==> src/rtl/qr_link_pkg.sv <==
package qr_link_pkg;
    typedef enum logic [1:0] {
        TX_IDLE  = 2'd0,
        TX_DATA  = 2'd1,
        TX_DRAIN = 2'd2
    } tx_phase_e;
endpackage

==> src/rtl/qr_tx.sv <==
module qr_tx
    import qr_link_pkg::*;
#(
    parameter int SYM_BITS = 2,
    localparam int RAILS = 1 << SYM_BITS
) (
    input  logic                clk,
    input  logic                rst_n,
    input  logic [SYM_BITS-1:0] word_i,
    input  logic                valid_i,
    output logic                ready_o,
    output logic [RAILS-1:0]    rail_o,
    input  logic                ack_i
);
    typedef struct packed {
        tx_phase_e        phase;
        logic [RAILS-1:0] rail;
    } tx_state_t;

    tx_state_t st_d, st_q;

    assign ready_o = (st_q.phase == TX_IDLE) && !ack_i;
    assign rail_o  = st_q.rail;

    always_comb begin
        st_d = st_q;
        unique case (st_q.phase)
            TX_IDLE: begin
                if (valid_i && ready_o) begin
                    st_d.rail         = '0;
                    st_d.rail[word_i] = 1'b1;
                    st_d.phase        = TX_DATA;
                end
            end
            TX_DATA: begin
                if (ack_i) begin
                    st_d.rail  = '0;
                    st_d.phase = TX_DRAIN;
                end
            end
            TX_DRAIN: begin
                if (!ack_i) st_d.phase = TX_IDLE;
            end
            default: begin
                st_d.rail  = '0;
                st_d.phase = TX_IDLE;
            end
        endcase
    end

    always_ff @(posedge clk or negedge rst_n) begin
        if (!rst_n) begin
            st_q.phase <= TX_IDLE;
            st_q.rail  <= '0;
        end else begin
            st_q <= st_d;
        end
    end

    // rails are never multi-hot
    a_r2_onehot_rail: assert property (@(posedge clk) disable iff (!rst_n)
        $onehot0(rail_o));
    // an accepted word shows up on the rails
    a_r3_accept_drives: assert property (@(posedge clk) disable iff (!rst_n)
        (valid_i && ready_o) |=> (rail_o != '0));
    // codeword is held until acknowledged
    a_r4_hold_until_ack: assert property (@(posedge clk) disable iff (!rst_n)
        ((rail_o != '0) && !ack_i) |=> (rail_o == $past(rail_o)));
    // a codeword only ever changes to the spacer
    a_r5_spacer_between: assert property (@(posedge clk) disable iff (!rst_n)
        (rail_o != '0) |=> ((rail_o == $past(rail_o)) || (rail_o == '0)));
endmodule

==> src/rtl/qr_dec.sv <==
module qr_dec #(
    parameter int SYM_BITS = 2,
    localparam int RAILS = 1 << SYM_BITS
) (
    input  logic [RAILS-1:0]    rail_i,
    output logic                any_o,
    output logic [SYM_BITS-1:0] bit_true_o,
    output logic [SYM_BITS-1:0] bit_false_o,
    output logic                clash_o
);
    assign any_o = |rail_i;

    for (genvar k = 0; k < SYM_BITS; k++) begin : g_bit
        always_comb begin
            bit_true_o[k]  = 1'b0;
            bit_false_o[k] = 1'b0;
            for (int r = 0; r < RAILS; r++) begin
                if (((r >> k) & 1) == 1) bit_true_o[k]  = bit_true_o[k]  | rail_i[r];
                else                     bit_false_o[k] = bit_false_o[k] | rail_i[r];
            end
        end
    end

    // two distinct raised rails differ in at least one index bit
    assign clash_o = |(bit_true_o & bit_false_o);
endmodule

==> src/rtl/qr_rx.sv <==
module qr_rx #(
    parameter int SYM_BITS = 2,
    localparam int RAILS = 1 << SYM_BITS
) (
    input  logic                clk,
    input  logic                rst_n,
    input  logic [RAILS-1:0]    rail_i,
    output logic                ack_o,
    output logic [SYM_BITS-1:0] word_o,
    output logic                valid_o,
    output logic                err_o
);
    typedef struct packed {
        logic                ack;
        logic                valid;
        logic                err;
        logic [SYM_BITS-1:0] word;
    } rx_state_t;

    rx_state_t st_d, st_q;
    logic                any_w, clash_w;
    logic [SYM_BITS-1:0] bt_w, bf_w;

    qr_dec #(.SYM_BITS(SYM_BITS)) u_dec (
        .rail_i      (rail_i),
        .any_o       (any_w),
        .bit_true_o  (bt_w),
        .bit_false_o (bf_w),
        .clash_o     (clash_w)
    );

    always_comb begin
        st_d       = st_q;
        st_d.ack   = any_w;
        st_d.err   = clash_w;
        st_d.valid = any_w && !st_q.ack && !clash_w;
        if (st_d.valid) st_d.word = bt_w;
    end

    always_ff @(posedge clk or negedge rst_n) begin
        if (!rst_n) begin
            st_q <= '0;
        end else begin
            st_q <= st_d;
        end
    end

    assign ack_o   = st_q.ack;
    assign valid_o = st_q.valid;
    assign err_o   = st_q.err;
    assign word_o  = st_q.word;

    // completion raises the acknowledge on the next cycle
    a_r6_ack_follows: assert property (@(posedge clk) disable iff (!rst_n)
        (|rail_i) |=> ack_o);
    // spacer drops the acknowledge on the next cycle
    a_r6_ack_release: assert property (@(posedge clk) disable iff (!rst_n)
        (rail_i == '0) |=> !ack_o);
    // strobe lasts one clock and coincides with the acknowledge rising
    a_r8_single_pulse: assert property (@(posedge clk) disable iff (!rst_n)
        valid_o |=> !valid_o);
    a_r8_with_ack: assert property (@(posedge clk) disable iff (!rst_n)
        valid_o |-> ack_o);
    // multi-hot flags an error and yields no word
    a_r9_multi_hot: assert property (@(posedge clk) disable iff (!rst_n)
        ($countones(rail_i) > 1) |=> (err_o && !valid_o));
endmodule

==> src/rtl/qr_link.sv <==
module qr_link #(
    parameter int SYM_BITS = 2,
    localparam int RAILS = 1 << SYM_BITS
) (
    input  logic                clk,
    input  logic                rst_n,
    input  logic [SYM_BITS-1:0] in_word,
    input  logic                in_valid,
    output logic                in_ready,
    output logic [RAILS-1:0]    tx_rail,
    input  logic                tx_ack,
    input  logic [RAILS-1:0]    rx_rail,
    output logic                rx_ack,
    output logic [SYM_BITS-1:0] out_word,
    output logic                out_valid,
    output logic                rx_err
);
    qr_tx #(.SYM_BITS(SYM_BITS)) u_tx (
        .clk     (clk),
        .rst_n   (rst_n),
        .word_i  (in_word),
        .valid_i (in_valid),
        .ready_o (in_ready),
        .rail_o  (tx_rail),
        .ack_i   (tx_ack)
    );

    qr_rx #(.SYM_BITS(SYM_BITS)) u_rx (
        .clk     (clk),
        .rst_n   (rst_n),
        .rail_i  (rx_rail),
        .ack_o   (rx_ack),
        .word_o  (out_word),
        .valid_o (out_valid),
        .err_o   (rx_err)
    );
endmodule

==> config.mk <==
export PLATFORM = sky130hd
export DESIGN_NAME = qr_link
export DESIGN_NICKNAME = d
export VERILOG_FILES = /design/src/rtl/qr_link_pkg.sv /design/src/rtl/qr_tx.sv /design/src/rtl/qr_dec.sv /design/src/rtl/qr_rx.sv /design/src/rtl/qr_link.sv
export SDC_FILE = /design/constraint.sdc
export NUM_CORES = 1
export LEC_CHECK = 0
export BUFFER_PORTS_ARGS = -buffer_cell sky130_fd_sc_hd__buf_2
export CAP_MARGIN = 10
export CORE_MARGIN = 3
export CORE_UTILIZATION = 45
export DETAILED_ROUTE_END_ITERATION = 6
export HOLD_SLACK_MARGIN = 0.08
export MAX_ROUTING_LAYER = met4
export PLACE_DENSITY_LB_ADDON = 0.05
export REMOVE_ABC_BUFFERS = 1
export SETUP_SLACK_MARGIN = 0.3
export SYNTH_ARGS = -nofsm -noshare
export SYNTH_HDL_FRONTEND = slang
export SYNTH_SLANG_ARGS = --single-unit
==> constraint.sdc <==
create_clock -name clk -period 3.4 [get_ports clk]
set_clock_uncertainty 0.15 [all_clocks]
set_input_delay 0.51 -clock clk [delete_from_list [all_inputs] [get_ports clk]]
set_output_delay 0.51 -clock clk [all_outputs]
set_load 0.01 [all_outputs]
==> out/summary.txt <==
Worst Setup End Kind - primary output
Port bufs - 19
Worst path cell trace - or2_4 > nor2_1 > buf_2
# diodes - 0
Final Hold Violating Endpoints - 0
Async SR Flop Fraction - 100%
Reg2reg path depth - 3
Global route overflow - 0
Flop pwr share - 50.5%
Syn Area/Cell - 11.1 um^2
1st-pass router iterations - 2
Total Wirelength - 1080 um
Switching share of total power - 28.1%
Via Count - 444
Net Switching - 0.0882 mW
Least-Margin Pin Slew - 0.397 ns
Die Area - 1830 um^2
Pwr dens - 446 nW/um^2
Cell count after synthesis - 55
Vias in the first global route - 394
Post-synth EDFFs - 0
Finish-stage setup viols - 0
Seq cells post-synth - 11
Total Routing Usage GR - 12.4%
Vias per inst - 5.16
Initial core utilization - 51.3%
Post-CTS Setup Inserts - 0
Clk pwr share - 27.6%
Outcome - completed
Commonest cells in the netlist - 11 x dfrtp_1, 7 x nor2_1, 5 x buf_4
Clock Sinks - 11
Worst hold stages - 1
HPWL Detailed - 850 um
Peak VDD IR - 0.246 mV
Top cell type's share of synthesized area - 45.3%
Startpoint types - flop
Pre-CTS worst setup slack - 1.61 ns
Pin count of the biggest net entering global routing - 12
RSZ-0062 raised after global routing - false
Root Buffer - clkbuf_4
CORE AREA - 1190 um^2
CP required - 2.74 ns
Final Net Count - 83
Comb pwr share - 21.9%
Layout Area Growth over Synthesis - 15.6%
Critical path arrival - 1.24 ns
Depth of the CTS H-tree - 1
Share of cells above drive strength 1 - 40.3%
Crit share post-route - 55.9%
First-pass GRT wire length - 1660 um
Detail Route Antenna Nets - 0
Clock Pin Slew Worst Setup and Hold Paths - 0.07 ns
Crit path kind - flop to primary output
Mapped Area - 608 um^2
Average wire per standard cell - 12.5 um
Synth Warn # - 0
Power, Total - 0.314 mW
Seq/Total Area, Yosys - 45.3%
DRC Markers - 0
Initial antenna violation count - 0
Fin Setup TNS - 0 ns
Die W - 42.8 um
CP max stage cell - dfrtp_1
Slew Viols, Final - 0
Post-synth top area cell - dfrtp_1
Hold_ws - 0.351 ns
Leak - 0.340 nW
Peak per-stage delay on the critical path - 0.47 ns
Die Ht - 42.8 um
Top cells by area, synth - dfrtp_1 45%, buf_4 6.2%, mux2_2 5.6%, nor2_1 4.3%, nor4b_4 3.9%
CTS tree - built
CTS max path bufs - 2
Setup ws final - 1.50 ns
CTS buffer count - 3
Top-count cell post-synth - dfrtp_1
Peak Freq - 526 MHz
Max-slew headroom - 73.6%
FP Rows - 12
Hold Path Class - flop to flop
I/O pins - 20
Placer Congestion - 0.752
Cell Int Power - 0.225 mW
Final Critical Period - 1.90 ns
Post-synthesis cell type count - 24
Top_reg_cell synth - dfrtp_1
Max FO, Critical Path - 7
Clk_lat worst skew - 0.27 ns
DRT iter0 DRCs - 3
Max-cap viol count - 0
-- per-stage QoR --
step	area, um^2	util, %	cells
5_1_grt	703	59.3	86
3_3_place_gp	667	56.2	81
3_5_place_dp	667	56.2	81
2_1_floorplan	554	-	48
6_report	703	59.3	86
4_1_cts	703	59.3	86
-- critical path, delay by kind of cell (launching register included) --
| family | cells | cell delay (ns) |
|---|---|---|
| AND/OR/NAND/NOR | 2 | 0.37 |
| buffers and inverters | 1 | 0.13 |
| flip-flops | 1 | 0.47 |
-- path summary, 6_finish.rpt --
check | startpoint | end | slack, ns
setup / recovery | u_tx.st_q[5] | in_ready | 1.50
hold / removal | u_tx.rail_o[3] | u_tx.rail_o[3] | 0.35
setup reg to reg | u_tx.st_q[5] | u_tx.rail_o[2] | 1.81
hold reg to reg | u_tx.rail_o[3] | u_tx.rail_o[3] | 0.35
max in group asynchronous | rst_n | u_tx.rail_o[2] | 2.42
min in group asynchronous | rst_n | u_rx.err_o | 0.48
-- registers in the layout, indices dropped and copies added (netlist names) --
name,flops
u_tx.rail_o,4
u_rx.valid_o,1
u_rx.word_o,2
u_rx.ack_o,1
u_rx.err_o,1
u_tx.st_q,2
-- routing by layer --
metal,wire length [um],GRT usage [%]
met5,0,-
met1,457,14.2
met2,540,19.8
met4,0,1.86
met3,77,6.36
-- final cells by class --
class | instances | area (um^2)
multi-input combinational | 36 | 275
inverter | 1 | 3.75
sequential | 11 | 275
clock buffer | 4 | 26.3
fill | 109 | 483
timing repair buffer | 20 | 105
tap | 14 | 17.5
-- placed cells by master (no fill, tap or decap), types with 2 or more instances in the layout --
| master | synthesis | routed |
|---|---|---|
| mux2_2 | 3 | 3 |
| a21oi_1 | 2 | 2 |
| nand2_1 | 2 | 2 |
| nor4b_1 | 2 | 2 |
| nor3_1 | 3 | 3 |
| xor2_1 | 2 | 2 |
| clkbuf_4 | 0 | 3 |
| dfrtp_1 | 11 | 11 |
| a211oi_1 | 3 | 3 |
| nor2_1 | 7 | 7 |
| buf_2 | 1 | 19 |
| and2_1 | 2 | 2 |
-- logic make-up after synthesis --
| logic type | count (synthesis) | synth area share [%] |
|---|---|---|
| AND/OR/NAND/NOR | 22 | 24.1 |
| flip-flops | 11 | 45.3 |
| buffers and inverters | 8 | 9.46 |
| XOR/XNOR | 2 | 2.88 |
| AO/OA/AOI/OAI | 8 | 10.9 |
| multiplexers | 4 | 7.41 |
-- power groups by stage --
stage | Clock [mW] | Sequential [mW] | Combinational (mW)
detailed placement | 0 | 0.161 | 0.0692
CTS | 0.0896 | 0.159 | 0.0701
global route | 0.0956 | 0.161 | 0.0749
floorplan | 0 | 0.165 | 0.0326
finish | 0.0864 | 0.158 | 0.0688
global placement | 0 | 0.161 | 0.0677
-- repair_timing --
item,CTS,global route
hold endpoints to repair,11,0
endpoints found under the setup margin,0,0
hold buffers,1,0
resized for setup,0,0
Power figures use the tool's default switching activity.
